[src/rtl/cache_line_maint_ctrl.sv]
module cache_line_maint_ctrl #(
  parameter int AW = 32
) (
  input  logic          clk,
  input  logic          rst_n,
  input  logic          cmd_valid,
  output logic          cmd_ready,
  input  logic [2:0]    cmd_op,
  input  logic [AW-1:0] cmd_addr,
  input  logic          tag_hit,
  input  logic [1:0]    tag_state,
  input  logic          prot_ld_fault,
  input  logic          prot_st_fault,
  input  logic          coh_req,
  input  logic          user_mode,
  input  logic          dc_enable,
  input  logic          bkpt_hit,
  output logic          wb_req,
  input  logic          wb_ack,
  output logic          bus_req,
  output logic          bus_flush,
  input  logic          bus_ack,
  output logic [AW-1:0] tgt_addr,
  output logic          line_wr,
  output logic [1:0]    line_state,
  output logic          alloc_req,
  output logic          dsi_exc,
  output logic          done
);
  localparam logic [2:0] OP_SB = 3'd0, OP_FL = 3'd1, OP_AL = 3'd2, OP_ZO = 3'd3, OP_IV = 3'd4;
  localparam logic [1:0] ST_I = 2'd0, ST_E = 2'd2, ST_M = 2'd3;

  typedef enum logic [1:0] {IDLE, WBK, BCAST, FIN} phase_t;
  phase_t ph;

  logic [AW-1:0] addr_q;
  logic wb_q, bus_q, fl_q, upd_q, alloc_q, flt_q;
  logic [1:0] nst_q;

  wire is_sb = cmd_op == OP_SB;
  wire is_fl = cmd_op == OP_FL;
  wire is_al = cmd_op == OP_AL;
  wire is_zo = cmd_op == OP_ZO;
  wire is_iv = cmd_op == OP_IV;

  wire zo_bad  = prot_st_fault | bkpt_hit;
  wire fault   = ((is_sb | is_fl) & prot_ld_fault) | (is_iv & (prot_st_fault | user_mode)) | (is_zo & zo_bad);
  wire act     = !fault && !(is_al && zo_bad);
  wire valid_h = act && dc_enable && tag_hit && tag_state != ST_I;
  wire dirty   = tag_state == ST_M;
  wire n_wb    = valid_h && dirty && (is_sb || is_fl);
  wire n_upd   = valid_h && (is_fl || is_iv || (is_sb && dirty));
  wire n_alloc = act && dc_enable && (is_al || is_zo);
  wire n_bus   = act && coh_req && (is_sb || is_fl);
  wire accept  = cmd_valid && cmd_ready;

  assign cmd_ready  = ph == IDLE;
  assign wb_req     = ph == WBK;
  assign bus_req    = ph == BCAST;
  assign done       = ph == FIN;
  assign bus_flush  = fl_q;
  assign tgt_addr   = addr_q;
  assign line_wr    = done && upd_q;
  assign line_state = nst_q;
  assign alloc_req  = done && alloc_q;
  assign dsi_exc    = done && flt_q;

  always_ff @(posedge clk or negedge rst_n) begin
    if (!rst_n) begin
      ph <= IDLE;
      addr_q <= '0;
      {wb_q, bus_q, fl_q, upd_q, alloc_q, flt_q} <= '0;
      nst_q <= ST_I;
    end else begin
      unique case (ph)
        IDLE: if (accept) begin
          addr_q  <= cmd_addr;
          wb_q    <= n_wb;
          bus_q   <= n_bus;
          fl_q    <= is_fl;
          upd_q   <= n_upd;
          nst_q   <= is_sb ? ST_E : ST_I;
          alloc_q <= n_alloc;
          flt_q   <= fault;
          ph      <= n_wb ? WBK : (n_bus ? BCAST : FIN);
        end
        WBK:   if (wb_ack) ph <= bus_q ? BCAST : FIN;
        BCAST: if (bus_ack) ph <= FIN;
        FIN:   ph <= IDLE;
      endcase
    end
  end

  a_r12_wb_hold: assert property (@(posedge clk) disable iff (!rst_n)
    wb_req && !wb_ack |=> wb_req && $stable(tgt_addr));
  a_r12_bus_hold: assert property (@(posedge clk) disable iff (!rst_n)
    bus_req && !bus_ack |=> bus_req && $stable(tgt_addr) && $stable(bus_flush));
  a_r11_done_pulse: assert property (@(posedge clk) disable iff (!rst_n)
    done |=> !done && cmd_ready);
  a_r11_done_cause: assert property (@(posedge clk) disable iff (!rst_n)
    $rose(done) |-> $past((wb_req && wb_ack) || (bus_req && bus_ack) || (cmd_valid && cmd_ready)));
  a_r4_bus_after_wb: assert property (@(posedge clk) disable iff (!rst_n)
    $rose(bus_req) |-> !wb_req && !cmd_ready);
  a_r6_fault_quiet: assert property (@(posedge clk) disable iff (!rst_n)
    dsi_exc |-> !line_wr && !alloc_req);
  a_r11_ready_idle: assert property (@(posedge clk) disable iff (!rst_n)
    cmd_ready |-> !wb_req && !bus_req && !done);
endmodule

[config.mk]
export PLATFORM = sky130hd
export DESIGN_NAME = cache_line_maint_ctrl
export DESIGN_NICKNAME = d
export VERILOG_FILES = /design/src/rtl/cache_line_maint_ctrl.sv
export SDC_FILE = /design/constraint.sdc
export NUM_CORES = 1
export LEC_CHECK = 0
export BUFFER_PORTS_ARGS = -buffer_cell sky130_fd_sc_hd__buf_4
export CORE_ASPECT_RATIO = 2
export CORE_MARGIN = 2
export CORE_UTILIZATION = 35
export CTS_BUF_LIST = sky130_fd_sc_hd__clkbuf_8
export DETAILED_ROUTE_END_ITERATION = 16
export GPL_TIMING_DRIVEN = 0
export PLACE_DENSITY_LB_ADDON = 0.15
export SLEW_MARGIN = 10
export SYNTH_ARGS = -nofsm -noshare
export SYNTH_HDL_FRONTEND = slang
export SYNTH_SLANG_ARGS = --single-unit
[constraint.sdc]
create_clock -name clk -period 1.6 [get_ports clk]
set_input_delay 0.08 -clock clk [delete_from_list [all_inputs] [get_ports clk]]
set_output_delay 0.08 -clock clk [all_outputs]
set_load 0.01 [all_outputs]
==> summary.md <==
| Metric | Value |
|---|---|
| Hold depth | 2 |
| Antenna-violating nets left | 0 |
| CP max-delay cell | dfrtp_2 |
| Leading area contributor after synthesis | dfrtp_1 |
| P per Cell Area | 1840 mW/mm^2 |
| Most frequent cells in the layout | buf_4 (95), dfrtp_1 (39), mux2_2 (33) |
| Delay-heaviest family, CP | simple AND/OR/NAND/NOR gates |
| Die area | 0.00557 mm^2 |
| Core footprint | 0.00482 mm^2 |
| Total power | 4.97 mW |
| Top cell type's share of synthesized area | 57.7% |
| Layout Nets | 282 |
| Peak supply drop | roughly 1100 uV |
| Seq/Total Area, Yosys | 57.7% |
| Buf/Inv on CP | 1 |
| Mapped Cells | 127 |
| Seq cells post-synth | 40 |
| Hold Slack | 0.0211 ns |
| Net Count, Synth | between 150 and 200 |
| Critical Path End Type | flip-flop |
| Worst slew pin tran | 0.507 ns |
| Commonest non-fill, non-tap cell in the layout | buf_4 |
| Reg2Reg Depth | 6 |
| Flop-to-flop setup slack | between 0.04 and 0.05 ns |
| Drt via density | 4.95 |
| R2r startpoint | ph[1]$_DFFE_PN0P_ |
| # fillers | 431 |
| Worst Path Required | 1.76 ns |
| Root Driver | clkbuf_8 |
| N_diodes | 0 |
| Peak Freq | 0.643 GHz |
| Status | finished, final reports clean |
| Iter 0 DRT Violations | 51 |
| Routed length per instance | 15.8 um |
| # rows | 36 |
| CTS tree | yes |
| Clock skew | 0.00329 ns |
| Worst slew margin | 66.2% |
| Grt ovf | 0 |
| Avg Synthesized Cell Area | 13.7 um^2 |
| Area contributors post-synth | dfrtp_1 (58%), mux2_2 (21%), ha_1 (2.9%), a2111oi_4 (1.6%), nand2_1 (1.5%) |
| Startpoint types | flip-flop |
| Crit-path max cell delay | approximately 0.46 ns |
| Port Buffer Count | 89 |
| First-pass DRT Iterations | 4 |
| Number of CTS-inserted buffers | 5 |
| Initial core utilization | between 30% and 40% |
| Total clock sinks | 40 |
| Gpl congestion | 0.694 |
| Ys Warns | 0 |
| Layout cells sized above 1 | 67.0% |
| Area Overhead vs Synth | 55.7% |
| Non-filler cells, final | about 290 |
| Post-route minimum period | between 1.5 and 2 ns |
| FF-to-FF End | ph[0]$_DFFE_PN0P_ |
| Slew Viols, Final | 0 |
| Overall global routing resource usage | 17.0% |
| Crit path DAT | 1.71 ns |
| Worst min path class | input port to flip-flop |
| Drc violations | 0 |
| Post-route cell area | 0.00270 mm^2 |
| Worst Min Path Start | cmd_addr[4] |
| Post-DP HPWL | 3.49 mm |
| Share of the core filled with cells | 56.1% |
| Setup violators final | 0 |
| Max_cap viols | 0 |
| CP cell instances | inv_2 -> ha_4 -> nand2_4 -> or3_4 -> nor3_2 -> o22ai_1 |
| Final Hold Fails | 0 |
| Initial antenna violation count | 0 |
| Clock tree buffer depth | 2 |
| CTS H-tree lvls | 2 |
| Die Height | about 100 um |
| Hold EP | tgt_addr[4]$_DFFE_PN0P_ |
| Static Leak | about 1.3 nW |
| Dpl cells | between 200 and 300 |
| Period utilization | 97.1% |
| Vias in the first global route | 1576 |
| Die Wd | about 54 um |
| Crit Path Max Fanout | 6 |
| Total wire length | 4.55 mm |
| First-pass GRT wire length | 7.03 mm |
| Worst-path clk slew | 0.08 ns |
| Mapped Area | 0.00174 mm^2 |
| Largest net degree at the start of global routing | 41 |
| Placed Instance Area | 0.00247 mm^2 |
| Top Ports | slightly above 90 |
| Netlist cell types | 29 |
| Via count | 1421 |
| Crit Path Class | flip-flop to flip-flop |
| Clk_lat worst skew | around 0.28 ns |
==> cells in the mapped netlist, drive strengths merged <==
cell     instances
a2111oi          2
a21o             1
a21oi            2
a222oi           1
a22o             1
a22oi            1
a32o             1
and2             3
buf              5
conb             1
dfrtp           40
ha               4
inv              5
mux2            33
nand2            7
nand2b           1
nand4            1
nor2             3
nor2b            3
nor3             3
o211ai           1
o21ai            3
o21ba            1
o22ai            1
o2bb2ai          1
o31ai            1
or3              1
==> metal layers <==
metal	track usage [%]	share of wire [%]	vias up
met5	0	0	-
met4	7.69	2.8	0
met3	2.74	5.0	13
met2	31.4	60	62
met1	16.8	32	697
li1	-	-	649
==> registers in the layout, indices dropped and copies added, names as in the netlist <==
register	cells
bus_flush	1
upd_q	1
ph	2
tgt_addr	32
bus_q	1
flt_q	1
line_state	1
alloc_q	1
==> repair_timing <==
action / in CTS / in global routing
setup endpoints to repair: 36 / 37
buffers inserted: 1 / 4
resized for setup: 5 / 9
pin swaps: 1 / 2
hold buffers: 1 / 0
hold endpoints to repair: 40 / 0
==> worst reg2reg max path, stage by stage (launching register included) <==
cell and delay (ns):
dfrtp_2 0.46, inv_2 0.10, ha_4 0.17, nand2_4 0.07, or3_4 0.35, nor3_2 0.18
o22ai_1 0.09
==> report_power, final <==
part           switching, mW  internal, mW  total, mW
clock                  0.338         0.550      0.888
sequential             0.292          1.51       1.80
combinational          0.949          1.34       2.28
==> metrics by stage <==
| step | setup TNS, ns | worst slack [ns] |
|---|---|---|
| after floorplan | 0 | 0.00881 |
| after global placement | -0.289 | -0.0826 |
| after detailed placement | -2.57 | -0.153 |
| after CTS | 0 | 0.0184 |
| after global routing | -0.0193 | -0.0119 |
| final | 0 | 0.0456 |
==> cell families after synthesis <==
| family | after synthesis | share of synthesized area [%] |
|---|---|---|
| AOI/OAI and AO/OA | 17 | 8.87 |
| DFF | 40 | 57.7 |
| adders and majority gates | 4 | 2.88 |
| and+or+nand+nor | 22 | 6.27 |
| muxes | 33 | 21.4 |
| buffers and inverters | 10 | 2.67 |
| other | 1 | 0.216 |
==> worst max-delay path by stage <==
| stage | start | end | cells after the start |
|---|---|---|---|
| 2_1_floorplan | ph[0]$_DFFE_PN0P_ | ph[0]$_DFFE_PN0P_ | 6 |
| 3_3_place_gp | ph[0]$_DFFE_PN0P_ | ph[0]$_DFFE_PN0P_ | 6 |
| 3_5_place_dp | ph[0]$_DFFE_PN0P_ | ph[0]$_DFFE_PN0P_ | 6 |
| 4_1_cts | ph[1]$_DFFE_PN0P_ | ph[0]$_DFFE_PN0P_ | 6 |
| 5_1_grt | ph[1]$_DFFE_PN0P_ | ph[1]$_DFFE_PN0P_ | 6 |
| 6_report | ph[1]$_DFFE_PN0P_ | ph[0]$_DFFE_PN0P_ | 6 |
==> layout make-up <==
class / count / area (um^2) / share of cell area [%]
Buffer: 5 / 27.5 / 1.02
Clock buffer: 7 / 96.3 / 3.56
Clock inverter: 1 / 30.0 / 1.11
Inverter: 5 / 18.8 / 0.694
Multi-Input combinational cell: 77 / 741 / 27.4
Sequential cell: 40 / 1000 / 37.1
Tap cell: 57 / 71.3 / 2.64
Timing Repair Buffer: 95 / 716 / 26.5
Note: power is estimated with default switching activity, not from simulation.
